==> src/rtl/ide_rf_pkg.sv <==
package ide_rf_pkg;

  typedef enum logic [2:0] {
    K_NONE   = 3'd0,
    K_DATA   = 3'd1,
    K_TASK   = 3'd2,
    K_CTL    = 3'd3,
    K_TIMING = 3'd4,
    K_IRQ    = 3'd5
  } acc_kind_e;

  localparam int IDX_DATA   = 'h00;
  localparam int IDX_TF_LO  = 'h01;
  localparam int IDX_TF_HI  = 'h07;
  localparam int IDX_CTL_A  = 'h08;
  localparam int IDX_CTL_B  = 'h16;
  localparam int IDX_TIMING = 'h20;
  localparam int IDX_IRQ    = 'h30;

  localparam logic [1:0] SEL_DATA = 2'd0;
  localparam logic [1:0] SEL_TASK = 2'd1;
  localparam logic [1:0] SEL_CTL  = 2'd2;

endpackage

==> src/rtl/ide_rf_decode.sv <==
module ide_rf_decode
  import ide_rf_pkg::*;
#(
  parameter int IW = 8
) (
  input  logic [IW-1:0] idx,
  input  logic [2:0]    size,
  input  logic          write,
  output acc_kind_e     kind
);

  logic sz1, sz2, sz4;
  assign sz1 = (size == 3'd1);
  assign sz2 = (size == 3'd2);
  assign sz4 = (size == 3'd4);

  always_comb begin
    kind = K_NONE;
    if (idx == IW'(IDX_DATA)) begin
      if (write ? (sz2 || sz4) : (sz1 || sz2 || sz4)) kind = K_DATA;
    end else if (idx >= IW'(IDX_TF_LO) && idx <= IW'(IDX_TF_HI)) begin
      if (sz1) kind = K_TASK;
    end else if (idx == IW'(IDX_CTL_A) || idx == IW'(IDX_CTL_B)) begin
      if (sz1) kind = K_CTL;
    end else if (idx == IW'(IDX_TIMING)) begin
      if (sz4) kind = K_TIMING;
    end else if (idx == IW'(IDX_IRQ)) begin
      if (sz4) kind = K_IRQ;
    end
  end

endmodule

==> src/rtl/ide_rf_irq.sv <==
module ide_rf_irq #(
  parameter int            NL     = 2,
  parameter logic [NL-1:0] CLR_EN = NL'(1)
) (
  input  logic          clk,
  input  logic          rst_n,
  input  logic [NL-1:0] lvl,
  input  logic          clr,
  output logic [NL-1:0] state
);

  for (genvar g = 0; g < NL; g++) begin : g_line
    logic prev;
    if (CLR_EN[g]) begin : g_latch
      always_ff @(posedge clk or negedge rst_n) begin
        if (!rst_n) begin
          prev     <= 1'b0;
          state[g] <= 1'b0;
        end else begin
          prev <= lvl[g];
          if (lvl[g] && !prev)      state[g] <= 1'b1;
          else if (!lvl[g] && prev) state[g] <= 1'b0;
          else if (clr)             state[g] <= 1'b0;
        end
      end
    end else begin : g_follow
      always_ff @(posedge clk or negedge rst_n) begin
        if (!rst_n) begin
          prev     <= 1'b0;
          state[g] <= 1'b0;
        end else begin
          prev <= lvl[g];
          if (lvl[g] != prev) state[g] <= lvl[g];
        end
      end
    end
  end

endmodule

==> src/rtl/ide_rf_resp.sv <==
module ide_rf_resp #(
  parameter int DW = 32
) (
  input  logic          clk,
  input  logic          rst_n,
  input  logic          load,
  input  logic [DW-1:0] ld_data,
  input  logic          out_ready,
  output logic          out_valid,
  output logic [DW-1:0] out_data,
  output logic          in_ready
);

  assign in_ready = !out_valid || out_ready;

  always_ff @(posedge clk or negedge rst_n) begin
    if (!rst_n) begin
      out_valid <= 1'b0;
      out_data  <= '0;
    end else if (load) begin
      out_valid <= 1'b1;
      out_data  <= ld_data;
    end else if (out_ready) begin
      out_valid <= 1'b0;
    end
  end

endmodule

==> src/rtl/ide_regfront.sv <==
module ide_regfront
  import ide_rf_pkg::*;
#(
  parameter int AW      = 12,
  parameter int DW      = 32,
  parameter int IDX_LSB = 4,
  parameter int NL      = 2
) (
  input  logic          clk,
  input  logic          rst_n,
  input  logic          req_valid,
  output logic          req_ready,
  input  logic          req_write,
  input  logic [AW-1:0] req_addr,
  input  logic [2:0]    req_size,
  input  logic [DW-1:0] req_wdata,
  output logic          rsp_valid,
  input  logic          rsp_ready,
  output logic [DW-1:0] rsp_data,
  output logic          drv_stb,
  output logic          drv_we,
  output logic [1:0]    drv_sel,
  output logic [2:0]    drv_reg,
  output logic [2:0]    drv_size,
  output logic [DW-1:0] drv_wdata,
  input  logic [DW-1:0] drv_rdata,
  input  logic          dma_irq_in,
  input  logic          disk_irq_in,
  output logic          dma_irq_out,
  output logic          disk_irq_out
);

  localparam int IW = AW - IDX_LSB;

  logic [IW-1:0] idx;
  acc_kind_e     kind;
  logic          fire, rd_fire, wr_fire, fwd;
  logic [DW-1:0] timing_q;
  logic [NL-1:0] irq_state;
  logic [DW-1:0] irq_word;
  logic [DW-1:0] rd_val;
  logic          irq_clr;

  assign idx     = req_addr[AW-1:IDX_LSB];
  assign fire    = req_valid && req_ready;
  assign rd_fire = fire && !req_write;
  assign wr_fire = fire && req_write;

  ide_rf_decode #(.IW(IW)) u_dec (
    .idx   (idx),
    .size  (req_size),
    .write (req_write),
    .kind  (kind)
  );

  // drive-side forwarding
  assign fwd       = (kind == K_DATA) || (kind == K_TASK) || (kind == K_CTL);
  assign drv_stb   = fire && fwd;
  assign drv_we    = req_write;
  assign drv_wdata = req_wdata;
  assign drv_reg   = (kind == K_TASK) ? idx[2:0] : 3'd0;
  assign drv_size  = (kind == K_DATA && !req_write && req_size == 3'd1) ? 3'd2 : req_size;

  always_comb begin
    case (kind)
      K_TASK:  drv_sel = SEL_TASK;
      K_CTL:   drv_sel = SEL_CTL;
      default: drv_sel = SEL_DATA;
    endcase
  end

  // timing word
  always_ff @(posedge clk or negedge rst_n) begin
    if (!rst_n)                         timing_q <= '0;
    else if (wr_fire && kind == K_TIMING) timing_q <= req_wdata;
  end

  // interrupt state
  assign irq_clr = wr_fire && (kind == K_IRQ) && req_wdata[DW-1];

  ide_rf_irq #(.NL(NL), .CLR_EN(NL'(1))) u_irq (
    .clk   (clk),
    .rst_n (rst_n),
    .lvl   ({disk_irq_in, dma_irq_in}),
    .clr   (irq_clr),
    .state (irq_state)
  );

  always_comb begin
    irq_word = '0;
    for (int n = 0; n < NL; n++) irq_word[DW-1-n] = irq_state[n];
  end

  assign dma_irq_out  = dma_irq_in;
  assign disk_irq_out = disk_irq_in;

  // read data selection
  always_comb begin
    rd_val = '1;
    case (kind)
      K_DATA: begin
        if (req_size == 3'd1)      rd_val = DW'(drv_rdata[7:0]);
        else if (req_size == 3'd2) rd_val = DW'(drv_rdata[15:0]);
        else                       rd_val = drv_rdata;
      end
      K_TASK, K_CTL: rd_val = DW'(drv_rdata[7:0]);
      K_TIMING:      rd_val = timing_q;
      K_IRQ:         rd_val = irq_word;
      default:       rd_val = '1;
    endcase
  end

  ide_rf_resp #(.DW(DW)) u_rsp (
    .clk       (clk),
    .rst_n     (rst_n),
    .load      (rd_fire),
    .ld_data   (rd_val),
    .out_ready (rsp_ready),
    .out_valid (rsp_valid),
    .out_data  (rsp_data),
    .in_ready  (req_ready)
  );

endmodule

==> config.mk <==
export PLATFORM = sky130hd
export DESIGN_NAME = ide_regfront
export DESIGN_NICKNAME = d
export VERILOG_FILES = /design/src/rtl/ide_rf_pkg.sv /design/src/rtl/ide_rf_decode.sv /design/src/rtl/ide_rf_irq.sv /design/src/rtl/ide_rf_resp.sv /design/src/rtl/ide_regfront.sv
export SDC_FILE = /design/constraint.sdc
export NUM_CORES = 1
export LEC_CHECK = 0
export BUFFER_PORTS_ARGS = -buffer_cell sky130_fd_sc_hd__buf_4
export CAP_MARGIN = 20
export CORE_MARGIN = 4
export CORE_UTILIZATION = 50
export CTS_BUF_LIST = sky130_fd_sc_hd__clkbuf_8
export DETAILED_ROUTE_END_ITERATION = 6
export PLACE_DENSITY = 0.85
export SYNTH_ARGS = -nofsm -noshare
export SYNTH_HDL_FRONTEND = slang
export SYNTH_SLANG_ARGS = --single-unit
==> constraint.sdc <==
create_clock -name clk -period 2.9 [get_ports clk]
set_input_delay 0.29 -clock clk [delete_from_list [all_inputs] [get_ports clk]]
set_output_delay 0.29 -clock clk [all_outputs]
set_load 0.02 [all_outputs]
# ---- Word level (Yosys, flattened, before mapping)
# Cells that the tools add are included.
dict set report word_totals {
  register_bits 69
}
dict set report op_classes {
  n_lt_le_gt_ge 2
  eq_ne 13
  n_mux 22
  n_reduce_logical 27
}
# operator count
set ops {}
lappend ops {{32-bit one-hot mux with 4 select lines} 1}
lappend ops {{32-bit two-way mux} 2}
lappend ops {{3-bit two-way mux} 9}
lappend ops {{8-bit by 6-bit equality test with 1-bit output, second input constant} 2}
lappend ops {{1-bit logical AND} 12}
lappend ops {{3-bit by 2-bit equality test with 1-bit output, second input constant} 3}
lappend ops {{3-bit equality test, second input constant} 3}
lappend ops {{8-bit by 4-bit equality test with 1-bit output, second input constant} 1}
lappend ops {{8-bit by 5-bit equality test with 1-bit output, second input constant} 1}
lappend ops {{8-bit by 1-bit >= comparator with 1-bit output, second input constant} 1}
lappend ops {{8-bit by 3-bit less-or-equal comparator with 1-bit output, second input constant} 1}
lappend ops {{8-bit logical NOT} 1}
lappend ops {{1-bit logical OR} 7}
lappend ops {{1-bit two-way mux} 7}
lappend ops {{3-bit by 1-bit equality test with 1-bit output, second input constant} 2}
lappend ops {{1-bit logical NOT} 4}
lappend ops {{2-bit two-way mux} 2}
lappend ops {{2-bit one-hot mux with 2 select lines} 1}
lappend ops {{3-bit nonzero test} 1}
lappend ops {{2-bit nonzero test} 1}
lappend ops {{2-bit OR reduction} 1}
lappend ops {{1-bit != test} 1}

# ---- Longest topological paths before layout
dict set report logic_depth {
  word_depth 13
  ltp_mapped 8
}

# ---- Hierarchy
# Synthesis repeated with hierarchy kept, for this count alone.
dict set report unflattened {
  cells_unflattened 299
  hier_area_um2 3839.9
}
# mod instances cells_per_inst area_per_inst_um2
set modules_own_cells {}
lappend modules_own_cells {ide_regfront 1 193 2144.6}
lappend modules_own_cells {ide_rf_resp 1 71 1378.8}
lappend modules_own_cells {ide_rf_decode 1 24 166.4}
lappend modules_own_cells {ide_rf_irq 1 11 150.1}

# ---- Worst setup path after synthesis
# No wires, ideal clock.
dict set report synth_path {
  path_type {in2out}
  from {input port req_size[0]}
  to {output port drv_stb}
  arrival_time_ns 1.664
  required_ns 2.610
  setup_slack_ns 0.946
  cell_stages 5
  n_path_buf 1
  path_cell_list {buf_4 or4b_1 nor3_4 o21ai_2 a21oi_1}
}
dict set report synth_between {
  elab_chain_cells 11
}
# item line
set synth_rtl {}
lappend synth_rtl {{start, declared} ide_regfront.sv:15} ;# input logic [2:0] req_size,
lappend synth_rtl {{3-bit equality test} ide_rf_decode.sv:15} ;# assign sz4 = (size == 3'd4);
lappend synth_rtl {{3-bit two-way mux} ide_rf_decode.sv:28} ;# if (sz4) kind = K_IRQ;
lappend synth_rtl {{3-bit two-way mux} ide_rf_decode.sv:27} ;# end else if (idx == IW'(IDX_IRQ)) begin
lappend synth_rtl {{3-bit two-way mux} ide_rf_decode.sv:25} ;# end else if (idx == IW'(IDX_TIMING)) begin
lappend synth_rtl {{3-bit two-way mux} ide_rf_decode.sv:23} ;# end else if (idx == IW'(IDX_CTL_A) || idx == IW'(IDX_CTL_B)) begin
lappend synth_rtl {{3-bit two-way mux} ide_rf_decode.sv:21} ;# end else if (idx >= IW'(IDX_TF_LO) && idx <= IW'(IDX_TF_HI)) begin
lappend synth_rtl {{3-bit two-way mux (*)} ide_rf_decode.sv:19} ;# if (idx == IW'(IDX_DATA)) begin
lappend synth_rtl {{3-bit by 1-bit equality test with 1-bit output / 3-bit by 2-bit equality test with 1-bit output (equally long branches)} ide_regfront.sv:57} ;# assign fwd = (kind == K_DATA) || (kind == K_TASK) || (kind == K_CTL);
lappend synth_rtl {{1-bit logical OR} ide_regfront.sv:57}
lappend synth_rtl {{1-bit logical OR (*)} ide_regfront.sv:57}
lappend synth_rtl {{1-bit logical AND (*)} ide_regfront.sv:58} ;# assign drv_stb = fire && fwd;
lappend synth_rtl {{end, declared} ide_regfront.sv:20} ;# output logic drv_stb,
# Every way passes the cells marked *; elsewhere a longest branch is shown, timed or not.

# ---- Worst setup path in the final report
dict set report layout_path {
  from {register u_rsp.out_valid}
  to {register u_rsp.out_data[29]}
}
dict set report layout_between {
  elab_chain_cells 4
}
# item line
set layout_rtl {}
lappend layout_rtl {{start, declared} ide_rf_resp.sv:9} ;# output logic out_valid,
lappend layout_rtl {{start signal, assigned} ide_rf_resp.sv:18} ;# out_valid <= 1'b0;
lappend layout_rtl {{start signal, assigned} ide_rf_resp.sv:21} ;# out_valid <= 1'b1;
lappend layout_rtl {{start signal, assigned} ide_rf_resp.sv:24} ;# out_valid <= 1'b0;
lappend layout_rtl {{1-bit logical NOT} ide_rf_resp.sv:14} ;# assign in_ready = !out_valid || out_ready;
lappend layout_rtl {{1-bit logical OR} ide_rf_resp.sv:14}
lappend layout_rtl {{1-bit logical AND} ide_regfront.sv:45} ;# assign fire = req_valid && req_ready;
lappend layout_rtl {{1-bit logical AND} ide_regfront.sv:46} ;# assign rd_fire = fire && !req_write;
lappend layout_rtl {{end signal, assigned} ide_rf_resp.sv:22} ;# out_data <= ld_data;
lappend layout_rtl {{end, declared} ide_rf_resp.sv:10} ;# output logic [DW-1:0] out_data,
# No other way between the ends.
# A chain may end at the register's enable or synchronous reset.

==> reports/results.ini <==
[worst_setup_path]
timing.rr.end = u_rsp.out_data[29]
crit_path_start = u_rsp.out_valid
cp_max_fo = 14
cp.arrival_ns = 2.72
required_ns = 3.13
reg2reg_depth = 5
rr_startpoint = u_rsp.out_valid
path_class = reg2reg
start_kind = flip-flop
end_kind = flip-flop
r2r_setup_slack_ns = 0.42

[synthesis]
synth-compound-area-share_pct = 10.8
netlist_instances = 322
synth_area_per_cell_um2 = 11.1
synth-seq-area-share_pct = 48.1
synthDistinctLibCells = 49
synth-xor-area-share_pct = 0.244
ys_seq_elements = 69
synth_top_family_by_area = simple AND/OR/NAND/NOR gates
synth_edf_count = 0
synthSimpleGateAreaFrac_pct = 15.8
synth_flop_cell = dfrtp_1
synth_fa_ha_area_share_pct = 0.279
yosysWarningCount = 0
synth_area_mm2 = 0.00359
synth_mux_area_share_pct = 14.5
syn_nets = 408
async_flop_share_pct = 100

[sta]
relSlewSlack_pct = 44.2
max_slew.worst_pin.slew_ns = 0.836
finalCriticalPeriod_ns = 2.48
final_hold_viol_count = 0
skew_ns = 0.0110
max_freq_mhz = 403
slew_violations = 0
finalSetupViolCount = 0
tns_ns = 0
whs_ns = 0.0612
min_period_over_period_pct = 85.5
rsz0062_at_grt = false
timing.final.ws_setup_ns = 0.419

[power_and_ir_drop]
pwr-share-seq_pct = 46.2
ir_drop_mv = 0.278
internal-power_uw = 1630
powerDensity_mw_per_mm2 = 493
p_sw_uw = 705
power.leakage_uw = 0.00241
swShare_pct = 30.1
p_total_uw = 2340
power_frac_clock_pct = 28.5
p_comb_share_pct = 25.2

[placement]
io_buffers = 159
place_ws_ns = 0.478
hpwlAfterDp_um = 6870
dp_cells = 526
gp_congestion = 0.805

[finish]
fin_nets = 527
num_antenna_cells = 0
area_delta_synth_final_pct = 32.3
layout_common_cells = 160 x buf_4, 69 x dfrtp_1, 37 x nand2_1
drive_gt1_share_pct = 48.0
multi_input_area_mm2 = 0.00150
final_common_cell = buf_4
stdcell_count = 542
n_fill_cell = 528
regArea_mm2 = 0.00173

[global_route]
grt_pass1_vias = 3067
antenna_found_initial = 0
grt_usage_pct = 21.5
grt_max_degree = 70
grt.overflow.total = 0
grt_pass1_wl_um = 14700

[clock_tree]
clock_latency_ns = 0.34
postCtsSetupBuffers = 0
cts-htree-levels = 3
clock-root-buffer = clkbuf_8
cts_buffers = 9
tritoncts = built
clk_pin_slew_worst_paths_ns = 0.08
cts_resized = 0
cts_hold_buf = 0
clock_path_buffers = 2
clock-sinks = 69

[die]
core_area_mm2 = 0.00687
initial_core_util_pct = 52.2
die_area_mm2 = 0.00860
ioPinCount = 164
die_height_um = 92.7
fp-row-count = 30
dieWidth_um = 92.7

[detailed_routing]
ant_nets = 0
num_vias = 2906
drc = 0
wl_um = 9210
vias_per_cell = 5.36
drt-initial-drc-count = 92
routedWlPerCell_um = 17.0
drtPass1Iterations = 4

[hold_path]
min_path_type = in2async

[run_status]
status = finished clean

[job]
cap_violations = 0

[through the flow]
stage | util, % | area, um2
after global routing | 69.1 | 4750
after global placement | 66.6 | 4580
final | 69.1 | 4750
after floorplan | - | 3590
after CTS | 69.1 | 4750
after detailed placement | 66.6 | 4580
[worst max-delay path: stages (launching register included)]
cell and delay, ns:
dfrtp_1 0.39, nand2b_1 0.18, nand2_1 0.11, nor2_1 0.63, nand2_1 0.68, o211ai_1 0.40
[registers in the layout (all words and copies together), names as in the netlist]
signal,flops
u_rsp.out_valid,1
u_irq.state,2
u_rsp.out_data,32
timing_q,32
u_irq.g_line.prev,2
[Yosys cell counts, types with 2 or more instances]
cell / instances / area (um2)
mux2i_1: 16 / 160
o21ai_1: 8 / 40.0
nor3_4: 2 / 32.5
and3_1: 6 / 37.5
nor2b_1: 3 / 18.8
nand2b_1: 3 / 18.8
nor3b_2: 2 / 25.0
buf_1: 2 / 7.51
nand4_1: 10 / 62.6
mux2_2: 18 / 203
clkbuf_1: 8 / 30.0
buf_4: 36 / 270
o211ai_2: 10 / 125
mux2_1: 14 / 158
buf_2: 5 / 25.0
a21oi_1: 11 / 55.1
a22oi_1: 8 / 60.1
nand3_1: 14 / 70.1
nor2_1: 5 / 18.8
o211ai_1: 4 / 30.0
o21ai_0: 3 / 15.0
nand2_1: 37 / 139
nor3_1: 2 / 10.0
inv_1: 2 / 7.51
dfrtp_1: 69 / 1730
[cell families after synthesis]
group / after synthesis
XOR/XNOR: 1
AO/OA/AOI/OAI: 52
flip-flops: 69
adder cells (fa/ha/maj): 1
multiplexers: 48
AND/OR/NAND/NOR: 96
buffers and inverters: 55
[power groups by stage]
stage / combinational, uW / sequential, uW / clock, uW
after floorplan: 226 / 1190 / 0
after global placement: 579 / 1100 / 0
after detailed placement: 594 / 1100 / 0
after CTS: 596 / 1080 / 688
after global routing: 631 / 1090 / 726
final: 590 / 1080 / 668
[worst max path at each step]
stage,slack (ns),depth (start not counted),endpoint
3_5_place_dp,0.48,6,u_rsp.out_data[29]
3_3_place_gp,0.58,6,u_rsp.out_data[29]
4_1_cts,0.48,5,u_rsp.out_data[29]
6_report,0.42,5,u_rsp.out_data[29]
2_1_floorplan,0.95,5,drv_stb
5_1_grt,0.29,5,u_rsp.out_data[16]
[per-layer routing]
layer	wire length [um]	part of all wire [%]	GRT usage (%)
met1	3670	40	26.2
met2	4790	52	37.2
met3	555	6.0	4.87
met4	189	2.1	8.30
met5	0	0	0
[layout make-up]
cell class / count / share of cell area (%)
sequential: 69 / 36.4
multi-input combinational: 198 / 31.7
clock buffer: 10 / 2.90
clock inverter: 6 / 0.659
tap: 96 / 2.53
timing repair buffer: 161 / 25.7
inverter: 2 / 0.158
No activity file was read; power rests on OpenSTA's default activity.
